### config.mk
export PLATFORM = sky130hd
export DESIGN_NAME = ecc_inject_ctrl
export DESIGN_NICKNAME = d
export VERILOG_FILES = /design/src/rtl/ecc_inj_pkg.sv /design/src/rtl/ecc_inj_regs.sv /design/src/rtl/ecc_inj_fsm.sv /design/src/rtl/ecc_inject_ctrl.sv
export SDC_FILE = /design/constraint.sdc
export NUM_CORES = 1
export LEC_CHECK = 0
export CORE_ASPECT_RATIO = 1.4
export CORE_MARGIN = 2
export CORE_UTILIZATION = 36
export CTS_CLUSTER_DIAMETER = 150
export DETAILED_ROUTE_END_ITERATION = 16
export PLACE_DENSITY = 0.82
export SKIP_CTS_REPAIR_TIMING = 1
export SLEW_MARGIN = 20
export SYNTH_ARGS = -nofsm -noshare
export SYNTH_HDL_FRONTEND = slang
export SYNTH_SLANG_ARGS = --single-unit
### constraint.sdc
create_clock -name clk -period 1.8 [get_ports clk]
set_input_delay 0.36 -clock clk [delete_from_list [all_inputs] [get_ports clk]]
set_output_delay 0.36 -clock clk [all_outputs]
set_load 0.02 [all_outputs]
### src/rtl/ecc_inj_pkg.sv
package ecc_inj_pkg;

    localparam int REG_W    = 64;
    localparam int EN_BIT   = 0;
    localparam int TRIG_BIT = 1;
    localparam int TGT_LO   = 2;
    localparam int ST_LO    = 4;
    localparam int RSN_LO   = 7;

    typedef enum logic [2:0] {
        ST_IDLE = 3'd0,
        ST_WORK = 3'd1,
        ST_DONE = 3'd2,
        ST_FAIL = 3'd7
    } inj_status_e;

    typedef enum logic [2:0] {
        RSN_NOCHK  = 3'd0,
        RSN_BADTGT = 3'd1,
        RSN_MISS   = 3'd2
    } inj_reason_e;

    typedef enum logic [1:0] {
        TGT_META = 2'd0,
        TGT_RSV1 = 2'd1,
        TGT_DATA = 2'd2,
        TGT_RSV3 = 2'd3
    } inj_target_e;

    typedef struct packed {
        logic        fire;
        logic        en;
        inj_target_e tgt;
    } trig_req_t;

    function automatic logic target_reserved(inj_target_e t);
        return t[0];
    endfunction

    function automatic logic [REG_W-1:0] pack_ctrl(logic en, inj_target_e t,
                                                   inj_status_e s, inj_reason_e r);
        logic [REG_W-1:0] w;
        w = '0;
        w[EN_BIT]             = en;
        w[TGT_LO +: 2]        = t;
        w[ST_LO +: 3]         = s;
        w[RSN_LO +: 3]        = (s == ST_FAIL) ? r : RSN_NOCHK;
        return w;
    endfunction

endpackage

### src/rtl/ecc_inj_regs.sv
module ecc_inj_regs
    import ecc_inj_pkg::*;
#(
    parameter int PADDR_BITS = 48,
    parameter int OFS_BITS   = 4
) (
    input  logic                  clk,
    input  logic                  rst,
    input  logic                  wr_en,
    input  logic                  rd_en,
    input  logic [OFS_BITS-1:0]   addr,
    input  logic [REG_W-1:0]      wdata,
    output logic [REG_W-1:0]      rdata,
    input  logic                  busy,
    input  inj_status_e           status,
    input  inj_reason_e           reason,
    output trig_req_t             trig,
    output logic                  ctrl_rd,
    output logic                  en_q,
    output inj_target_e           tgt_q,
    output logic [PADDR_BITS-1:0] paddr_q
);
    localparam logic [OFS_BITS-1:0] CTRL_OFS = OFS_BITS'(0);
    localparam logic [OFS_BITS-1:0] ADDR_OFS = OFS_BITS'(8);

    logic sel_ctrl, sel_addr;
    assign sel_ctrl = (addr == CTRL_OFS);
    assign sel_addr = (addr == ADDR_OFS);

    always_ff @(posedge clk) begin
        if (rst) begin
            en_q    <= 1'b0;
            tgt_q   <= TGT_META;
            paddr_q <= '0;
        end else if (wr_en && !busy) begin
            if (sel_ctrl) begin
                en_q  <= wdata[EN_BIT];
                tgt_q <= inj_target_e'(wdata[TGT_LO +: 2]);
            end
            if (sel_addr) begin
                paddr_q <= wdata[PADDR_BITS-1:0];
            end
        end
    end

    always_comb begin
        trig.fire = wr_en && sel_ctrl && wdata[TRIG_BIT];
        trig.en   = wdata[EN_BIT];
        trig.tgt  = inj_target_e'(wdata[TGT_LO +: 2]);
    end

    assign ctrl_rd = rd_en && sel_ctrl;

    always_comb begin
        if (sel_ctrl)      rdata = pack_ctrl(en_q, tgt_q, status, reason);
        else if (sel_addr) rdata = {{(REG_W-PADDR_BITS){1'b0}}, paddr_q};
        else               rdata = '0;
    end

    logic unused_hi;
    assign unused_hi = ^wdata[REG_W-1:PADDR_BITS];

endmodule

### src/rtl/ecc_inj_fsm.sv
module ecc_inj_fsm
    import ecc_inj_pkg::*;
#(
    parameter int SET_BITS = 8,
    parameter int WAY_BITS = 2
) (
    input  logic                clk,
    input  logic                rst,
    input  trig_req_t           trig,
    input  logic                ctrl_rd,
    input  inj_target_e         tgt,
    output logic                busy,
    output inj_status_e         status,
    output inj_reason_e         reason,
    output logic                req_valid,
    input  logic                req_ready,
    input  logic                resp_valid,
    input  logic                resp_hit,
    input  logic [SET_BITS-1:0] resp_set,
    input  logic [WAY_BITS-1:0] resp_way,
    output logic                inj_we,
    output logic                inj_data_sel,
    output logic [SET_BITS-1:0] inj_set,
    output logic [WAY_BITS-1:0] inj_way
);
    typedef enum logic [2:0] {F_IDLE, F_REQ, F_WAIT, F_DONE, F_FAIL} fsm_e;
    fsm_e st;

    always_ff @(posedge clk) begin
        if (rst) begin
            st           <= F_IDLE;
            reason       <= RSN_NOCHK;
            inj_we       <= 1'b0;
            inj_data_sel <= 1'b0;
            inj_set      <= '0;
            inj_way      <= '0;
        end else begin
            inj_we <= 1'b0;
            unique case (st)
                F_IDLE: if (trig.fire) begin
                    if (!trig.en) begin
                        st     <= F_FAIL;
                        reason <= RSN_NOCHK;
                    end else if (target_reserved(trig.tgt)) begin
                        st     <= F_FAIL;
                        reason <= RSN_BADTGT;
                    end else begin
                        st <= F_REQ;
                    end
                end
                F_REQ: if (req_ready) st <= F_WAIT;
                F_WAIT: if (resp_valid) begin
                    if (resp_hit) begin
                        st           <= F_DONE;
                        inj_we       <= 1'b1;
                        inj_data_sel <= (tgt == TGT_DATA);
                        inj_set      <= resp_set;
                        inj_way      <= resp_way;
                    end else begin
                        st     <= F_FAIL;
                        reason <= RSN_MISS;
                    end
                end
                F_DONE, F_FAIL: if (ctrl_rd) st <= F_IDLE;
                default: st <= F_IDLE;
            endcase
        end
    end

    always_comb begin
        unique case (st)
            F_REQ, F_WAIT: status = ST_WORK;
            F_DONE:        status = ST_DONE;
            F_FAIL:        status = ST_FAIL;
            default:       status = ST_IDLE;
        endcase
    end

    assign busy      = (st == F_REQ) || (st == F_WAIT);
    assign req_valid = (st == F_REQ);

endmodule

### src/rtl/ecc_inject_ctrl.sv
module ecc_inject_ctrl
    import ecc_inj_pkg::*;
#(
    parameter int PADDR_BITS = 48,
    parameter int SET_BITS   = 8,
    parameter int WAY_BITS   = 2,
    parameter int OFS_BITS   = 4
) (
    input  logic                  clk,
    input  logic                  rst,
    input  logic                  reg_wr_en,
    input  logic                  reg_rd_en,
    input  logic [OFS_BITS-1:0]   reg_addr,
    input  logic [63:0]           reg_wdata,
    output logic [63:0]           reg_rdata,
    output logic                  ecc_check_en,
    output logic                  lk_req_valid,
    input  logic                  lk_req_ready,
    output logic [PADDR_BITS-1:0] lk_req_paddr,
    input  logic                  lk_resp_valid,
    input  logic                  lk_resp_hit,
    input  logic [SET_BITS-1:0]   lk_resp_set,
    input  logic [WAY_BITS-1:0]   lk_resp_way,
    output logic                  inj_we,
    output logic                  inj_data_sel,
    output logic [SET_BITS-1:0]   inj_set,
    output logic [WAY_BITS-1:0]   inj_way
);
    trig_req_t             trig;
    logic                  ctrl_rd;
    logic                  busy;
    logic                  en_q;
    inj_target_e           tgt_q;
    logic [PADDR_BITS-1:0] paddr_q;
    inj_status_e           cur_status;
    inj_reason_e           cur_reason;

    ecc_inj_regs #(.PADDR_BITS(PADDR_BITS), .OFS_BITS(OFS_BITS)) u_regs (
        .clk(clk), .rst(rst),
        .wr_en(reg_wr_en), .rd_en(reg_rd_en), .addr(reg_addr),
        .wdata(reg_wdata), .rdata(reg_rdata),
        .busy(busy), .status(cur_status), .reason(cur_reason),
        .trig(trig), .ctrl_rd(ctrl_rd),
        .en_q(en_q), .tgt_q(tgt_q), .paddr_q(paddr_q)
    );

    ecc_inj_fsm #(.SET_BITS(SET_BITS), .WAY_BITS(WAY_BITS)) u_fsm (
        .clk(clk), .rst(rst),
        .trig(trig), .ctrl_rd(ctrl_rd), .tgt(tgt_q),
        .busy(busy), .status(cur_status), .reason(cur_reason),
        .req_valid(lk_req_valid), .req_ready(lk_req_ready),
        .resp_valid(lk_resp_valid), .resp_hit(lk_resp_hit),
        .resp_set(lk_resp_set), .resp_way(lk_resp_way),
        .inj_we(inj_we), .inj_data_sel(inj_data_sel),
        .inj_set(inj_set), .inj_way(inj_way)
    );

    assign ecc_check_en = en_q;
    assign lk_req_paddr = paddr_q;

endmodule

Word-level counts from Yosys, hierarchy flattened --
Cells that the tools add are included. W data, S select, Z words.
Storage, ports and cells: bits in registers 69, input bits 85, output and inout port bits 126, word-level logic and storage cells 60
Cells by class: eq/ne operators 13, mux-type cells 19, bitwise operators 2, reduce and logical (&&, ||, !) cells 17
Operators by type and width (count):
- $mux W64 | 1
- $mux W48 | 1
- $mux W3 | 13
- $pmux W3 S4 | 1
- $pmux W3 S3 | 1
- $ne A2 B2 Y1 const B | 4
- $eq A3 B2 Y1 const B | 2
- $eq A3 B3 Y1 const B | 2
- $pmux W3 S2 | 1
- $reduce_and A5 Y1 | 1
- $eq A4 B4 Y1 const B | 1
- $logic_and A1 B1 Y1 | 4
- $logic_not A4 Y1 | 1
- $reduce_and A2 Y1 | 2
- $reduce_and A4 Y1 | 1
- $reduce_or A2 Y1 | 2
- $eq A3 B1 Y1 const B | 1
- $logic_not A3 Y1 | 1
- $ne A3 B3 Y1 const B | 1
- $reduce_and A3 Y1 | 1
- $reduce_or A3 Y1 | 1
- $eq A2 B2 Y1 const B | 1
- $ne A2 B1 Y1 const B | 1
- $not A1 Y1 | 2
- other kinds (4) | 4

Depth between registers and ports, before layout --
word-level depth 6, gate-level depth with buffers 6, depth with buffers taken out 4

By module --
Synthesis repeated with hierarchy kept, for this count alone.
Unflattened totals: cells, all modules 387, area total of the unflattened synthesis 3634.7 um2
By module, submodules not included:
- ecc_inj_regs | times used 1, cells each 298, area each 2835.2 um2, sequential area each 1021.0 um2
- ecc_inj_fsm | times used 1, cells each 89, area each 799.5 um2, sequential area each 340.3 um2

Least setup slack after synthesis --
No wires, ideal clock.
path kind register to output, start point register u_fsm.st[1], end point output port reg_rdata[4], arrival time 1.841 ns, required time 1.440 ns, setup slack -0.401 ns, cell stages (with the launch flop) 6, path buffers 2, cells stage by stage dfxtp_1 -> buf_2 -> buf_2 -> nor3b_1 -> nor2_1 -> o21ai_0
On the way: word-level cells in the longest chain between the ends 4, elaborated cells between the ends (all ways) 7, classes of those cells eq/ne: 4; mux: 2; reduce/logical: 1
RTL lines:
- from (decl) | RTL line ecc_inj_fsm.sv:27 | fsm_e st;
- from (signal assigned) | RTL line ecc_inj_fsm.sv:31 | st <= F_IDLE;
- from (signal assigned) | RTL line ecc_inj_fsm.sv:42 | st <= F_FAIL;
- from (signal assigned) | RTL line ecc_inj_fsm.sv:45 | st <= F_FAIL;
- $eq A3 B1 Y1
- named net lk_req_valid | RTL line ecc_inject_ctrl.sv:17 | output logic lk_req_valid,
- $reduce_or A2 Y1 | RTL line ecc_inj_fsm.sv:71 | unique case (st)
- $pmux W3 S3 | RTL line ecc_inj_fsm.sv:71
- $mux W64 | RTL line ecc_inj_regs.sv:55 | if (sel_ctrl) rdata = pack_ctrl(en_q, tgt_q, status, reason);
- to (decl) | RTL line ecc_inject_ctrl.sv:15 | output logic [63:0] reg_rdata,
The timed path passes the listed nets, and every way through them passes these cells.

Worst setup path in the final report --
start point input port reg_addr[2], end point output port reg_rdata[0]
On the way: word-level cells in the longest chain between the ends 3, elaborated cells between the ends (all ways) 4, classes of those cells eq/ne: 1; mux: 2; reduce/logical: 1
RTL lines:
- from (decl) | RTL line ecc_inject_ctrl.sv:13 | input logic [OFS_BITS-1:0] reg_addr,
- $eq A4 B4 Y1 | RTL line ecc_inj_regs.sv:28 | assign sel_addr = (addr == ADDR_OFS);
- $mux W48 | RTL line ecc_inj_regs.sv:56 | else if (sel_addr) rdata = {{(REG_W-PADDR_BITS){1'b0}}, paddr_q};
- $mux W64 * | RTL line ecc_inj_regs.sv:55
Mark *: on every way between the ends. The rest lies on a longest branch, timed or not.

==> metrics.yaml <==
synth:
  async_flop_share_pct: 0
  netlist_area_um2: 3070
  yosys-top-cells-area: "dfxtp_1 44%, nand2_1 15%, a21oi_1 11%, and2_1 8.3%, buf_4 3.9%"
  syn_inst: 399
  synth_flop_cell: "dfxtp_1"
  yosys_warnings: 0
  avgSynthCellArea_um2: 7.70
  synth.top_cell.area_share_pct: 44.3
  synth-edff-count: 0
  synthTopCellsByCount: "125 x nand2_1, 68 x dfxtp_1, 65 x a21oi_1"
  netlist.top_cell.by_area: "dfxtp_1"
  synth_seq_area_share_pct: 44.3
  ys_ff_latch: 68
  yosysMostFrequentCell: "nand2_1"
  synth_cell_type_count: 39
run_status:
  failed_checks: "negative setup slack"
  status: "finished with violations"
timing:
  rsz0062_at_grt: "yes"
  slew_violations: 0
  fin_crit_ns: 1.80
  hold_violations: 0
  fmax_mhz: 555
  fin_skew_ns: 0.00732
  setup_viol: 1
  period_share_pct: 100
  setup_tns_ns: -0.000598
  hold_slack_ns: 0.425
  fin_ws_ns: -0.000598
floorplanning:
  fp.coreArea_um2: 8250
  die_height_um: 113
  row_count: 39
  start_util_pct: 37.3
  dieArea_um2: 9300
  dieWidth_um: 82.1
  io_pins: 211
power:
  ir_drop_mv: 0.539
  power_w: 0.00385
  p_leak_nw: 2.43
  power_density_nw_per_um2: 692
clocking:
  clk_latency_ns: 0.32
  htreeDepth: 3
  cts_tree: "yes"
  cts_root_buf: "clkbuf_16"
  cts_buffers: 9
  clockBufferDepth: 2
  path_clk_slew_ns: 0.06
  cts_num_sinks: 68
route:
  antenna_left: 0
  avgRoutedWirePerCell_um: 15.7
  drc_errors: 0
  dr.pass1.iters: 4
  drt_iter0_drc: 151
  via_count: 3445
  wl_mm: 10.9
  via_per_inst: 4.94
setup_path:
  cpMaxStageDelayCell: "nor4b_4"
  worstPathArrival_ns: 1.44
  worstPathRequired_ns: 1.44
  end_kind: "output pin"
  cp_top_family: "buffers and inverters"
  path_max_fanout: 6
  worst-setup-path-type: "in -> out"
  critical-path-max-stage-delay_ns: 0.36
  crit_path_cell_trace: "buf_8 -> nor4b_4 -> buf_6 -> buf_8 -> a22o_1 -> buf_6"
  critPathLaunchType: "input port"
  crit_buf_inv: 4
global_route:
  grt_max_degree: 51
  grt_pass1_wl_mm: 14.5
  track_usage_pct: 20.1
  grt_pass1_vias: 3010
  overflow: 0
  antenna_found_initial: 0
placed_design:
  place_congestion: 0.817
  portBuffers: 178
  post-dp-hpwl_mm: 7.43
finish:
  multi_input_area_um2: 1580
  drive_gt1_share_pct: 18.2
  antenna_cells: 0
  nFillCells: 653
  seq_area_um2: 1360
  nets: 675
  syn_to_final_growth_pct: 80.9
min_path:
  worst_hold_path_type: "in -> reg"
job:
  maxCapViolations: 0
[flip-flops by register name, summed over array words and instances (netlist names)]
register	count
u_fsm.inj_data_sel	1
u_regs.tgt_q	2
u_regs.en_q	1
u_fsm.st	3
u_fsm.inj_we	1
u_fsm.reason	2
u_regs.paddr_q	48
u_fsm.inj_way	2
u_fsm.inj_set	8
[logic make-up after synthesis]
kind of cell	Yosys count	share of synthesized area, %
buf+inv	46	7.98
flops	68	44.3
other cells	1	0.122
xor+xnor	2	0.570
simple gates	193	29.6
mux	3	0.977
compound gates	86	16.4
[worst register-to-register path, cell delays in order, from the launching register on]
cell	delay, ns
dfxtp_2	0.33
buf_6	0.13
buf_12	0.14
xnor2_2	0.14
o211ai_1	0.36
buf_4	0.25
clkbuf_16	0.17
nand2_1	0.05
a21oi_1	0.14
[worst paths after layout]
kind	start	to	slack, ns	depth (start not counted)
min reg2reg	u_fsm.inj_set[2]	u_fsm.inj_set[2]	0.46	2
max reg2reg	u_fsm.st[1]	u_regs.paddr_q[28]	0.01	8
max	reg_addr[2]	reg_rdata[0]	-0.0006	6
min	rst	u_fsm.st[0]	0.42	4
[per-stage QoR]
step	setup WS, ns	util (%)	instance area (um^2)	instances
after detailed placement	-0.800	60.7	5000	670
after global routing	-0.0893	67.4	5560	697
after global placement	-0.756	60.7	5000	670
final	-0.000598	67.4	5560	697
after floorplan	-0.0156	-	3140	414
after CTS	-0.807	64.8	5340	686
[cell usage in the layout, fill, tap and decap left out, types with 12 or more instances in the layout]
master	instances
buf_6	15
clkbuf_16	14
a21oi_1	65
buf_4	29
and2_1	31
clkdlybuf4s50_1	124
conb_1	16
dlymetal6s2s_1	15
dfxtp_1	67
nand2_1	124
clkbuf_2	12
[report_power, final]
group          total, W  switching (W)  leakage [nW]  internal, W
Sequential      0.00153      0.0000122         0.549      0.00152
Clock           0.00194       0.000617         0.162      0.00133
Combinational  0.000370       0.000165          1.72     0.000205
[per-layer routing]
metal | vias up | share of wire (%) | global-route usage, %
met2 | 169 | 54 | 37.5
li1 | 1663 | - | -
met3 | 18 | 7.1 | 5.98
met5 | - | 0 | 0
met1 | 1595 | 37 | 21.2
met4 | 0 | 2.2 | 5.78
[cell type report]
type | instances | area share [%]
well taps | 102 | 2.30
flip-flops and latches | 68 | 24.5
clock inverters | 3 | 1.22
clock buffers | 13 | 4.86
inverters | 1 | 0.0675
repair buffers | 210 | 38.6
multi-input cells | 300 | 28.4
(Power assumes the default switching activity.)
